### src/rtl/rstgen_pkg.sv
package rstgen_pkg;

    typedef enum logic [1:0] {
        ST_IDLE   = 2'd0,
        ST_HOLD   = 2'd1,
        ST_PULSE  = 2'd2,
        ST_SETTLE = 2'd3
    } rg_state_e;

    typedef enum logic [1:0] {
        TRIP_2V6 = 2'd0,
        TRIP_2V9 = 2'd1,
        TRIP_3V9 = 2'd2,
        TRIP_4V4 = 2'd3
    } trip_e;

    typedef struct packed {
        logic wdog;
        logic pwr_pin;
    } cause_t;

    localparam logic ADDR_STATUS = 1'b0;
    localparam logic ADDR_LEVEL  = 1'b1;

    localparam int FLAG_WDOG_BIT = 7;
    localparam int FLAG_PWR_BIT  = 6;

    function automatic logic [7:0] pack_status(input logic wdog, input logic pwr_pin);
        logic [7:0] v;
        v = '0;
        v[FLAG_WDOG_BIT] = wdog;
        v[FLAG_PWR_BIT]  = pwr_pin;
        return v;
    endfunction

    function automatic logic [7:0] pack_level(input trip_e lvl);
        return {6'b0, lvl};
    endfunction

endpackage

### src/rtl/rstgen_sync.sv
module rstgen_sync #(
    parameter int STAGES = 2
) (
    input  logic clk,
    input  logic rst,
    input  logic d,
    output logic q
);
    generate
        if (STAGES <= 1) begin : g_single
            logic s_q;
            always_ff @(posedge clk) begin
                if (rst) s_q <= 1'b1;
                else     s_q <= d;
            end
            assign q = s_q;
        end else begin : g_chain
            logic [STAGES-1:0] chain_q;
            always_ff @(posedge clk) begin
                if (rst) chain_q <= '1;
                else     chain_q <= {chain_q[STAGES-2:0], d};
            end
            assign q = chain_q[STAGES-1];
        end
    endgenerate
endmodule

### src/rtl/rstgen_seq.sv
module rstgen_seq
    import rstgen_pkg::*;
#(
    parameter int PULSE_CYCLES  = 100000,
    parameter int SETTLE_CYCLES = 3
) (
    input  logic   clk,
    input  logic   rst,
    input  logic   pin_low,
    input  logic   wdt_timeout,
    input  logic   supply_low,
    output logic   rst_active,
    output logic   pulse_done,
    output cause_t cause_set
);
    localparam int MAXC = (PULSE_CYCLES > SETTLE_CYCLES) ? PULSE_CYCLES : SETTLE_CYCLES;
    localparam int CW   = $clog2(MAXC + 1);
    localparam logic [CW-1:0] PULSE_LAST  = CW'(PULSE_CYCLES - 1);
    localparam logic [CW-1:0] SETTLE_LAST = CW'(SETTLE_CYCLES - 1);

    rg_state_e     state_q, state_d;
    logic [CW-1:0] cnt_q, cnt_d;
    logic          done_q, done_d;

    always_comb begin
        state_d   = state_q;
        cnt_d     = cnt_q;
        done_d    = 1'b0;
        cause_set = '0;
        case (state_q)
            ST_IDLE, ST_SETTLE: begin
                if (supply_low) begin
                    state_d           = ST_HOLD;
                    cause_set.pwr_pin = 1'b1;
                end else if (wdt_timeout) begin
                    state_d        = ST_PULSE;
                    cnt_d          = '0;
                    cause_set.wdog = 1'b1;
                end else if (state_q == ST_IDLE && pin_low) begin
                    state_d           = ST_PULSE;
                    cnt_d             = '0;
                    cause_set.pwr_pin = 1'b1;
                end else if (state_q == ST_SETTLE) begin
                    if (cnt_q == SETTLE_LAST) state_d = ST_IDLE;
                    else                      cnt_d   = cnt_q + 1'b1;
                end
            end
            ST_HOLD: begin
                if (!supply_low) begin
                    state_d = ST_PULSE;
                    cnt_d   = '0;
                end
            end
            ST_PULSE: begin
                if (supply_low) begin
                    state_d           = ST_HOLD;
                    cause_set.pwr_pin = 1'b1;
                end else if (cnt_q == PULSE_LAST) begin
                    state_d = ST_SETTLE;
                    cnt_d   = '0;
                    done_d  = 1'b1;
                end else begin
                    cnt_d = cnt_q + 1'b1;
                end
            end
            default: state_d = ST_IDLE;
        endcase
    end

    always_ff @(posedge clk) begin
        if (rst) begin
            state_q <= ST_IDLE;
            cnt_q   <= '0;
            done_q  <= 1'b0;
        end else begin
            state_q <= state_d;
            cnt_q   <= cnt_d;
            done_q  <= done_d;
        end
    end

    assign rst_active = (state_q == ST_HOLD) || (state_q == ST_PULSE);
    assign pulse_done = done_q;
endmodule

### src/rtl/rstgen_regs.sv
module rstgen_regs
    import rstgen_pkg::*;
(
    input  logic       clk,
    input  logic       rst,
    input  cause_t     cause_set,
    input  logic       reg_wr,
    input  logic       reg_addr,
    input  logic [7:0] reg_wdata,
    output logic [7:0] reg_rdata,
    output logic [1:0] trip_sel,
    output logic       wdog_flag,
    output logic       pwr_flag
);
    logic  wr_status, wr_level;
    logic  wdog_q, pwr_q;
    trip_e level_q;
    logic  unused_wdata_bits;

    assign wr_status = reg_wr && (reg_addr == ADDR_STATUS);
    assign wr_level  = reg_wr && (reg_addr == ADDR_LEVEL);
    assign unused_wdata_bits = ^reg_wdata[5:2];

    always_ff @(posedge clk) begin
        if (rst) begin
            wdog_q  <= 1'b0;
            pwr_q   <= 1'b0;
            level_q <= TRIP_2V6;
        end else begin
            wdog_q <= cause_set.wdog ||
                      (wdog_q && !(wr_status && reg_wdata[FLAG_WDOG_BIT]));
            pwr_q  <= cause_set.pwr_pin ||
                      (pwr_q && !(wr_status && reg_wdata[FLAG_PWR_BIT]));
            if (wr_level) level_q <= trip_e'(reg_wdata[1:0]);
        end
    end

    always_comb begin
        if (reg_addr == ADDR_STATUS) reg_rdata = pack_status(wdog_q, pwr_q);
        else                         reg_rdata = pack_level(level_q);
    end

    assign trip_sel  = level_q;
    assign wdog_flag = wdog_q;
    assign pwr_flag  = pwr_q;
endmodule

### src/rtl/rstgen_top.sv
module rstgen_top
    import rstgen_pkg::*;
#(
    parameter int PULSE_CYCLES = 100000,
    parameter int SYNC_STAGES  = 2
) (
    input  logic       clk,
    input  logic       rst,
    input  logic       pin_in,
    output logic       pin_drive_low,
    input  logic       wdt_timeout,
    input  logic       supply_low,
    output logic       rst_n_out,
    output logic       pulse_done,
    input  logic       reg_wr,
    input  logic       reg_addr,
    input  logic [7:0] reg_wdata,
    output logic [7:0] reg_rdata,
    output logic [1:0] trip_sel
);
    localparam int SETTLE_CYCLES = SYNC_STAGES + 1;

    logic   pin_sync;
    logic   rst_active;
    cause_t cause_set;
    logic   wdog_flag, pwr_flag;

    rstgen_sync #(.STAGES(SYNC_STAGES)) u_sync (
        .clk (clk),
        .rst (rst),
        .d   (pin_in),
        .q   (pin_sync)
    );

    rstgen_seq #(
        .PULSE_CYCLES  (PULSE_CYCLES),
        .SETTLE_CYCLES (SETTLE_CYCLES)
    ) u_seq (
        .clk         (clk),
        .rst         (rst),
        .pin_low     (!pin_sync),
        .wdt_timeout (wdt_timeout),
        .supply_low  (supply_low),
        .rst_active  (rst_active),
        .pulse_done  (pulse_done),
        .cause_set   (cause_set)
    );

    rstgen_regs u_regs (
        .clk       (clk),
        .rst       (rst),
        .cause_set (cause_set),
        .reg_wr    (reg_wr),
        .reg_addr  (reg_addr),
        .reg_wdata (reg_wdata),
        .reg_rdata (reg_rdata),
        .trip_sel  (trip_sel),
        .wdog_flag (wdog_flag),
        .pwr_flag  (pwr_flag)
    );

    assign rst_n_out     = !rst_active;
    assign pin_drive_low = rst_active;
endmodule

### config.mk
export PLATFORM = sky130hd
export DESIGN_NAME = rstgen_top
export DESIGN_NICKNAME = d
export VERILOG_FILES = /design/src/rtl/rstgen_pkg.sv /design/src/rtl/rstgen_sync.sv /design/src/rtl/rstgen_seq.sv /design/src/rtl/rstgen_regs.sv /design/src/rtl/rstgen_top.sv
export SDC_FILE = /design/constraint.sdc
export NUM_CORES = 1
export LEC_CHECK = 0
export ABC_CLOCK_PERIOD_IN_PS = 2620
export BUFFER_PORTS_ARGS = -buffer_cell sky130_fd_sc_hd__buf_2
export CORE_AREA = 2 2 56 58
export DETAILED_ROUTE_END_ITERATION = 12
export DIE_AREA = 0 0 58 60
export PLACE_DENSITY = 0.86
export SLEW_MARGIN = 40
export SYNTH_ARGS = -nofsm -noshare
export SYNTH_HDL_FRONTEND = slang
export SYNTH_HIERARCHICAL = 1
export SYNTH_SLANG_ARGS = --single-unit
### constraint.sdc
create_clock -name clk -period 2.62 [get_ports clk]
set_input_delay 0.131 -clock clk [delete_from_list [all_inputs] [get_ports clk]]
set_output_delay 0.131 -clock clk [all_outputs]
set_load 0.05 [all_outputs]
# Yosys cells after proc, flatten, opt, wreduce, memory -nomap -nowiden
# Index checks and enable logic that the tools add are counted.
word_totals:
  reg_bits: 26
  mem_count: 0
  output_inout_bits: 13
  ramBits: 0
  rom_bits: 0
  latch_bits: 0
classes:
  eq_ne: 13
  n_addsub: 1
  bitwise_logic: 2
  multipliers: 0
  n_div: 0
  mux: 28
  shifts: 0
  order_cmp: 0
  reduce_logical: 19
ops:
  columns: ["operator", "n"]
  rows:
  - ["$mux W17", 8]
  - ["$pmux W17 S3", 1]
  - ["$add A17 B1 Y17 const B", 1]
  - ["$eq A17 B17 Y1 const B", 1]
  - ["$eq A17 B2 Y1 const B", 1]
  - ["$mux W2", 8]
  - ["$ne A5 B3 Y1 const B", 2]
  - ["$mux W1", 8]
  - ["$mux W8", 1]
  - ["$logic_and A1 B1 Y1", 7]
  - ["$ne A2 B2 Y1 const B", 3]
  - ["$pmux W2 S3", 1]
  - ["$reduce_and A5 Y1", 1]
  - ["$eq A2 B2 Y1 const B", 2]
  - ["$logic_not A1 Y1", 4]
  - ["$ne A4 B2 Y1 const B", 1]
  - ["$ne A4 B3 Y1 const B", 1]
  - ["$reduce_and A4 Y1", 1]
  - ["$logic_or A1 B1 Y1", 3]
  - ["$ne A3 B2 Y1 const B", 1]
  - ["$reduce_or A3 Y1", 1]
  - ["$eq A2 B1 Y1 const B", 1]
  - ["$logic_not A2 Y1", 1]
  - ["$not A1 Y1", 2]
  - ["other kinds (2)", 2]

# Depth between registers and ports, before layout
# Gate-level depths: netlist (run 1).
depth:
  ltp_word: 7
  mapped_depth: 9
  depth_no_buf: 8

# Cells and area by module
# Netlist (run 1), hierarchy kept.
by_module_without_submodules:
  columns: ["module", "cells_each", "instances", "area_each_um2"]
  rows:
  - ["rstgen_seq", 153, 1, 1191.1]
  - ["rstgen_regs", 26, 1, 235.2]
  - ["rstgen_sync", 4, 1, 52.6]
  - ["rstgen_top", 2, 1, 7.5]

# Least setup slack after synthesis (run 1)
# No wires, ideal clock.
synth_path:
  kind: "reg2reg"
  start: "reg u_seq.state_q[0]"
  end: "reg u_seq.cnt_q[7]"
  path_slack_ns: -0.091
  setup_time_ns: 0.062
  synth_period_minus_slack_ns: 2.711
  path_stages_with_launch: 9
  arrival_time_ns: 2.649
  path_cell_list: "dfxtp_1 -> inv_1 -> ha_1 -> or3b_4 -> a2bb2oi_2 -> o31ai_1 -> or4_1 -> or3_1 -> nand3_1"
synth_between:
  elab_chain_cells: 6
  elab_cells_between_ends: 16
  cone_classes: "8 x eq/ne; 4 x mux; 4 x reduce/logical"
synth_rtl:
  columns: ["element", "line", "source"]
  rows:
  - ["start, declared", "rstgen_seq.sv:21", "rg_state_e state_q, state_d;"]
  - ["start signal, assigned", "rstgen_seq.sv:76", "state_q <= state_d;"]
  - ["$logic_not A2 Y1", "rstgen_seq.sv:30, rstgen_seq.sv:39", null]
  - ["$logic_and A1 B1 Y1", "rstgen_seq.sv:39", "end else if (state_q == ST_IDLE && pin_low) begin"]
  - ["$mux W17", "rstgen_seq.sv:39", null]
  - ["$mux W17", "rstgen_seq.sv:35", "end else if (wdt_timeout) begin"]
  - ["$mux W17", "rstgen_seq.sv:32", "if (supply_low) begin"]
  - ["$pmux W17 S3", "rstgen_seq.sv:30", "case (state_q)"]
  - ["end signal, assigned", "rstgen_seq.sv:77", "cnt_q <= cnt_d;"]
  - ["end, declared", "rstgen_seq.sv:22", "logic [CW-1:0] cnt_q, cnt_d;"]
# Parallel ways exist; a longest one is shown, timed or not. The select of a mux whose other input is x is not followed.
# A chain may end at the register's enable or synchronous reset.

# Worst setup path after layout (run 1)
# Same ends and word-level chain as after synthesis.

==> results of run 1 <==
## state kept, by name, indices dropped and copies added (netlist names)
name,count
u_regs/wdog_flag,1
u_regs/trip_sel,2
u_seq/state_q,2
u_seq/cnt_q,17
u_sync/g_chain.chain_q,2
u_regs/pwr_flag,1
u_seq/pulse_done,1
## cell type report
cell class	count	area [sq um]	share of cell area
Multi-Input combinational cell	143	884.6	0.5308
Timing Repair Buffer	23	127.6	0.07658
Clock buffer	3	22.52	0.01351
Sequential cell	26	523.0	0.3138
Inverter	10	37.54	0.02252
Tap cell	33	41.29	0.02477
Clock inverter	1	30.03	0.01802
## logic make-up after synthesis
family / share of synthesized area
AOI/OAI and AO/OA: 0.1473
xor gates and xnor gates: 0.05893
adders and majority gates: 0.05050
buffers and inverters: 0.06397
DFF: 0.3502
muxes: 0.007575
other: 0.002523
and+or+nand+nor: 0.3190
## synth_stat cells, drive strengths merged (2+ instances only)
cell type | number | area share
a211oi | 2 | 0.010
a21bo | 2 | 0.013
a21oi | 12 | 0.040
a221oi | 2 | 0.012
a31oi | 2 | 0.0084
and2 | 4 | 0.019
and2b | 2 | 0.012
and3 | 2 | 0.0084
buf | 7 | 0.034
clkbuf | 2 | 0.0051
dfxtp | 26 | 0.35
ha | 6 | 0.051
inv | 10 | 0.025
nand2 | 12 | 0.030
nand3 | 9 | 0.030
nand4 | 2 | 0.0084
nor2 | 24 | 0.061
nor3 | 7 | 0.024
nor3b | 2 | 0.010
nor4 | 4 | 0.017
nor4bb | 2 | 0.013
o21ai | 8 | 0.027
o31ai | 2 | 0.010
or2 | 3 | 0.013
or3 | 7 | 0.029
xnor2 | 7 | 0.041
xor2 | 3 | 0.018
## cell usage in the layout, fill, tap and decap left out, types with 4 or more instances in the layout
cell type / instances
nand3_1: 9
nand2_1: 12
dfxtp_1: 24
ha_1: 5
buf_2: 19
nor4_1: 4
nor2_1: 24
nor3_1: 7
conb_1: 4
o21ai_0: 8
inv_1: 10
xnor2_1: 7
or3_1: 7
a21oi_1: 12
## worst max path at each step
| stage | endpoint | start | slack, ns |
|---|---|---|---|
| after detailed placement | u_seq/cnt_q[7] | u_seq/state_q[0] | 0.15 |
| after global placement | u_seq/cnt_q[7] | u_seq/state_q[0] | 0.19 |
| after floorplan | u_seq/cnt_q[7] | u_seq/state_q[0] | 0.05 |
| after CTS | u_seq/cnt_q[7] | u_seq/state_q[0] | 0.11 |
| final | u_seq/cnt_q[7] | u_seq/state_q[0] | 0.16 |
| after global routing | u_seq/cnt_q[7] | u_seq/state_q[0] | 0.03 |
## stage by stage
step	area, sq um	utilization
finish	1667	0.5741
floorplan	1500	-
detailed placement	1602	0.5517
global placement	1602	0.5517
CTS	1664	0.5733
global route	1667	0.5741
## routing by layer
layer | part of all wire | vias to the layer above | wire, microns | track usage
li1 | - | 685 | - | -
met1 | 0.47 | 610 | 1396 | 0.2346
met2 | 0.46 | 52 | 1362 | 0.3214
met3 | 0.065 | 2 | 192 | 0.03030
met4 | 0.0040 | 0 | 12 | 0.05648
met5 | 0 | - | 0 | 0
## what timing repair did
| item | CTS | global route |
|---|---|---|
| hold buffers | 1 | 0 |
| endpoints found under the setup margin | 0 | 2 |
| resized for setup | 0 | 2 |
| setup buffers | 0 | 0 |
| endpoints found under the hold margin | 1 | 0 |
## worst min-delay path, delay by kind of cell
kind / cells / cell delay, ns
and+or+nand+nor: 1 / 0.06
AOI/OAI and AO/OA: 1 / 0.06
buffers and inverters: 1 / 0.09
## power by group through the flow
stage,Sequential (mW),Clock (mW),Combinational [mW]
2_1_floorplan,0.431,0,0.170
3_3_place_gp,0.428,0,0.214
3_5_place_dp,0.428,0,0.217
4_1_cts,0.420,0.286,0.219
5_1_grt,0.424,0.304,0.240
6_report,0.421,0.274,0.219
==> out/metrics.csv, run 1 <==
metric,value,unit
status,"finished, final reports clean",
clk_pin_slew,0.15,ns
wl_per_cell,12.40,microns
instances_no_fill,239,
ys_seq_area_frac,0.3502,
ys.flop_type,dfxtp_1,
hold_end,u_regs/trip_sel[0],
syn_to_final_growth,12.12,%
fin_worst_skew,0.02330,ns
setup_tns,0,ns
grt_max_degree,18,
gp_congestion,0.8216,
finalCritPeriodShare,0.9389,
cts_tree,yes,
fillers,285,
holdCritStartpoint,reg_wdata[0],
async_reset_ff_frac,0,
core_area,2903,sq um
switching_share,0.2996,
drive_gt1_frac,0.1893,
fp.dieW,58,microns
viasPerCell,5.644,
syn_avg_cell_area,8.035,sq um
pwr-share-seq,0.460,
setup_violations,0,
ys_types,45,
slew_headroom,0.5962,
cp_num_buf_inv,1,
fin_ws,0.1602,ns
rsz0062_at_grt,no,
ys_ff_latch,26,
drc,0,
ant_nets,0,
worst-slew-pin-transition,0.6005,ns
min_path_type,input pin to register,
p_comb_frac,0.240,
nets,228,
dp_slack,0.1510,ns
synth_edf_count,0,
grt_pass1_vias,1211,
clock-sinks,26,
cp-start-kind,register,
critical_path_class,register to register,
cts_buffer_depth,2,
timing.fmax,406.5,MHz
cp_max_fo,5,
whs_path_depth,3,
critPathRequiredTime,2.91,ns
p_switching,273.7,uW
max_stage_delay,0.51,ns
portBuffers,19,
grt_pass1_wl,5071,microns
clk_latency,0.33,ns
grt-ovfl-total,0,
crit_slowest_cell,or4_1,
fin_crit,2.460,ns
die_height,60,microns
cts_root_buf,clkbuf_4,
antenna_cells,0,
drv_slew,0,
htreeDepth,1,
dr.pass1.iters,4,
hold_violations,0,
r2r_start,u_seq/state_q[0],
vdd_drop_max,0.0003610,V
leakagePower,0.6491,nW
dpl.hpwl,2067,microns
worst_r2r_endpoint,u_seq/cnt_q[7],
cp.arrival,2.75,ns
p_int,639.9,uW
netlist_area,1486,sq um
rows,20,
path_delay_family,simple AND/OR/NAND/NOR gates,
p_total,913.5,uW
maxCapViolCount,0,
start_util,0.5121,
regToRegSetupSlack,0.16,ns
antenna_found_initial,0,
die-area,3480,sq um
wl,2963,microns
syn-instance-count,185,
placed_cells,234,
grt_use_total,0.1846,
yosys_warnings,6,
ioPinCount,28,
pwr-share-clk,0.299,
path_cells,inv_1 > ha_2 > or3b_4 > a2bb2oi_2 > o31ai_1 > or4_1 > or3_1 > nand3_1,
worst_hold_slack,0.06748,ns
first_iter_violations,41,
cp.depth,8,
numCtsBuffers,3,
num_vias,1349,
reg2reg_depth,8,
p_per_area,548.2,nW/um^2
cp-end-kind,register,
(Power assumes the default switching activity.)
==> run 2, diff against run 1 <==
ABC_CLOCK_PERIOD_IN_PS = 3000   (was 2620)
clock period = 3 ns   (was 2.62 ns; I/O delays follow)
==> run 2 against run 1 <==
Register-to-register slack gained 0.17 ns. Hold slack lost 0.0039 ns. Non-clock buffer count shrank 2. Highest routed layer unchanged. Critical path depth is the same. Cell count shrank 0.84%. Largest cell class unchanged. Design area shrank 2.2%. Utilization shrank 1.3 points. Maximum frequency shrank 7.7%. Critical path type unchanged. Largest power group unchanged.
==> out/metrics.csv, run 2 (synthesized netlist as in run 1, its figures left out) <==
metric,value,unit,change
grt_use_total,0.1764,,-0.008253
drc,0,,unchanged
crit_slowest_cell,or4_1,,
num_vias,1282,,-5.0%
setup_violations,0,,unchanged
path_cells,inv_1 > ha_1 > or3b_4 > a2bb2oi_2 > o31ai_1 > or4_1 > or3_1 > nand3_1,,
min_path_type,input pin to register,,
maxCapViolCount,0,,unchanged
regMostFlops,u_seq/cnt_q,,
cts_setup_buffers,0,,unchanged
ant_nets,0,,unchanged
clk_latency,0.32,ns,about the same
use_met2,0.2955,,-0.02597
ioPinCount,28,,unchanged
fin_worst_skew,0.004755,ns,-0.01854 ns
grt_pass1_vias,1104,,-8.8%
die_height,60,microns,unchanged
drive_gt1_frac,0.1667,,-0.02265
drv_slew,0,,unchanged
cp.arrival,2.94,ns,+0.19 ns
die-area,3480,sq um,unchanged
hold_violations,0,,unchanged
portBuffers,19,,unchanged
p_per_area,444.6,nW/um^2,-19%
worst_hold_slack,0.06358,ns,-0.003900 ns
status,"finished, final reports clean",,
fin_util,0.5616,,-0.01250
largest_reg_flops,17,,unchanged
clock-sinks,26,,unchanged
cts_resized,0,,unchanged
antenna_cells,0,,unchanged
critical_path_class,register to register,,
core_area,2903,sq um,unchanged
cp-end-kind,register,,
leakagePower,0.6328,nW,-2.5%
vdd_drop_max,0.0002773,V,-23%
regToRegSetupSlack,0.33,ns,+0.17 ns
grt-ovfl-total,0,,unchanged
reg2reg_depth,8,,unchanged
rsz0062_at_grt,no,,
final_cell_mix,"26 x dfxtp_1, 24 x nor2_1, 19 x buf_2",,
grt.met1_usage,0.2261,,-0.008521
finalCritPeriodShare,0.8888,,-0.05010
wl,2744,microns,-7.4%
syn_to_final_growth,9.680,%,
met3_usage,0.03030,,unchanged
startpoint,u_seq/state_q[0],,
wl_per_cell,11.58,microns,-6.6%
numCtsBuffers,3,,unchanged
top_usage_layer,met2,,
timing.fmax,375.1,MHz,-7.7%
critPathRequiredTime,3.28,ns,+0.37 ns
antenna_found_initial,0,,unchanged
nets,226,,-0.88%
cp-start-kind,register,,
critPathCapture,u_seq/cnt_q[7],,
clk_pin_slew,0.13,ns,-0.02 ns
final_common_cell,dfxtp_1,,
grt_pass1_wl,4733,microns,-6.7%
grt_max_degree,18,,unchanged
r2r_start,u_seq/state_q[0],,
worst_r2r_endpoint,u_seq/cnt_q[7],,
cts_buffer_depth,2,,unchanged
dr.pass1.iters,4,,unchanged
first_iter_violations,32,,-22%
fp.dieW,58,microns,unchanged
gp_congestion,0.8217,,about the same
cts_root_buf,clkbuf_4,,
setup_tns,0,ns,unchanged
start_util,0.5121,,unchanged
viasPerCell,5.409,,-4.2%
htreeDepth,1,,unchanged
ctsHoldBuffers,1,,unchanged
cp_max_fo,9,,+4
rows,20,,unchanged
max_stage_delay,0.51,ns,about the same
dpl.hpwl,2004,microns,-3.1%
fin_crit,2.666,ns,+0.2065 ns
cts_tree,yes,,
-- run 2: cell types whose count changed in the layout (fill, tap and decap cells not counted), sizes merged --
cell	change
clkbuf	+1
buf	-2
bufinv	-1
-- run 2: final cells by class --
type                       instances  area, sq um
inverter                          10        37.54
tap                               33        41.29
sequential                        26        520.5
fill                             277         1272
clock buffer                       4        36.28
multi-input combinational        143        882.1
timing repair buffer              21        112.6
-- run 2: how the worst min path moves through the flow --
stage               slack (ns)                         to  cells past startpoint          from
floorplan                 0.22         u_regs/trip_sel[0]                      1           rst
detailed placement        0.34  u_sync/g_chain.chain_q[0]                      2        pin_in
finish                    0.06         u_regs/trip_sel[1]                      3  reg_wdata[1]
CTS                       0.05         u_regs/trip_sel[1]                      3  reg_wdata[1]
global route              0.05         u_regs/trip_sel[0]                      3  reg_wdata[0]
global placement          0.34  u_sync/g_chain.chain_q[0]                      2        pin_in
-- run 2: metrics by stage --
step / cell area, sq um / power (mW) / setup slack [ns] / cells
after floorplan: 1498 / 0.5231 / 0.2889 / 188
after global placement: 1584 / 0.5540 / 0.4314 / 232
after detailed placement: 1584 / 0.5578 / 0.3728 / 232
after CTS: 1630 / 0.7360 / 0.3282 / 237
after global routing: 1630 / 0.7658 / 0.1876 / 237
final: 1630 / 0.7248 / 0.3337 / 237
-- run 2: worst max-delay path: cells and delay by family (launching register included) --
family                   cells  cell delay [ns]
adder cells (fa/ha/maj)      1             0.44
AO/OA/AOI/OAI                2             0.32
buffers and inverters        1             0.09
AND/OR/NAND/NOR              4             1.35
flip-flops                   1             0.43
-- run 2: report_power, final --
part           internal (mW)  total (mW)  switching (mW)  leakage [nW]
combinational         0.0600       0.184           0.124         0.401
clock                 0.0743       0.174          0.0997        0.0210
sequential             0.358       0.367         0.00941         0.211
-- run 2: metal layers --
metal,part of all wire,vias up
met5,0,-
met4,0.012,0
met3,0.044,5
met2,0.46,25
met1,0.49,573
li1,-,679
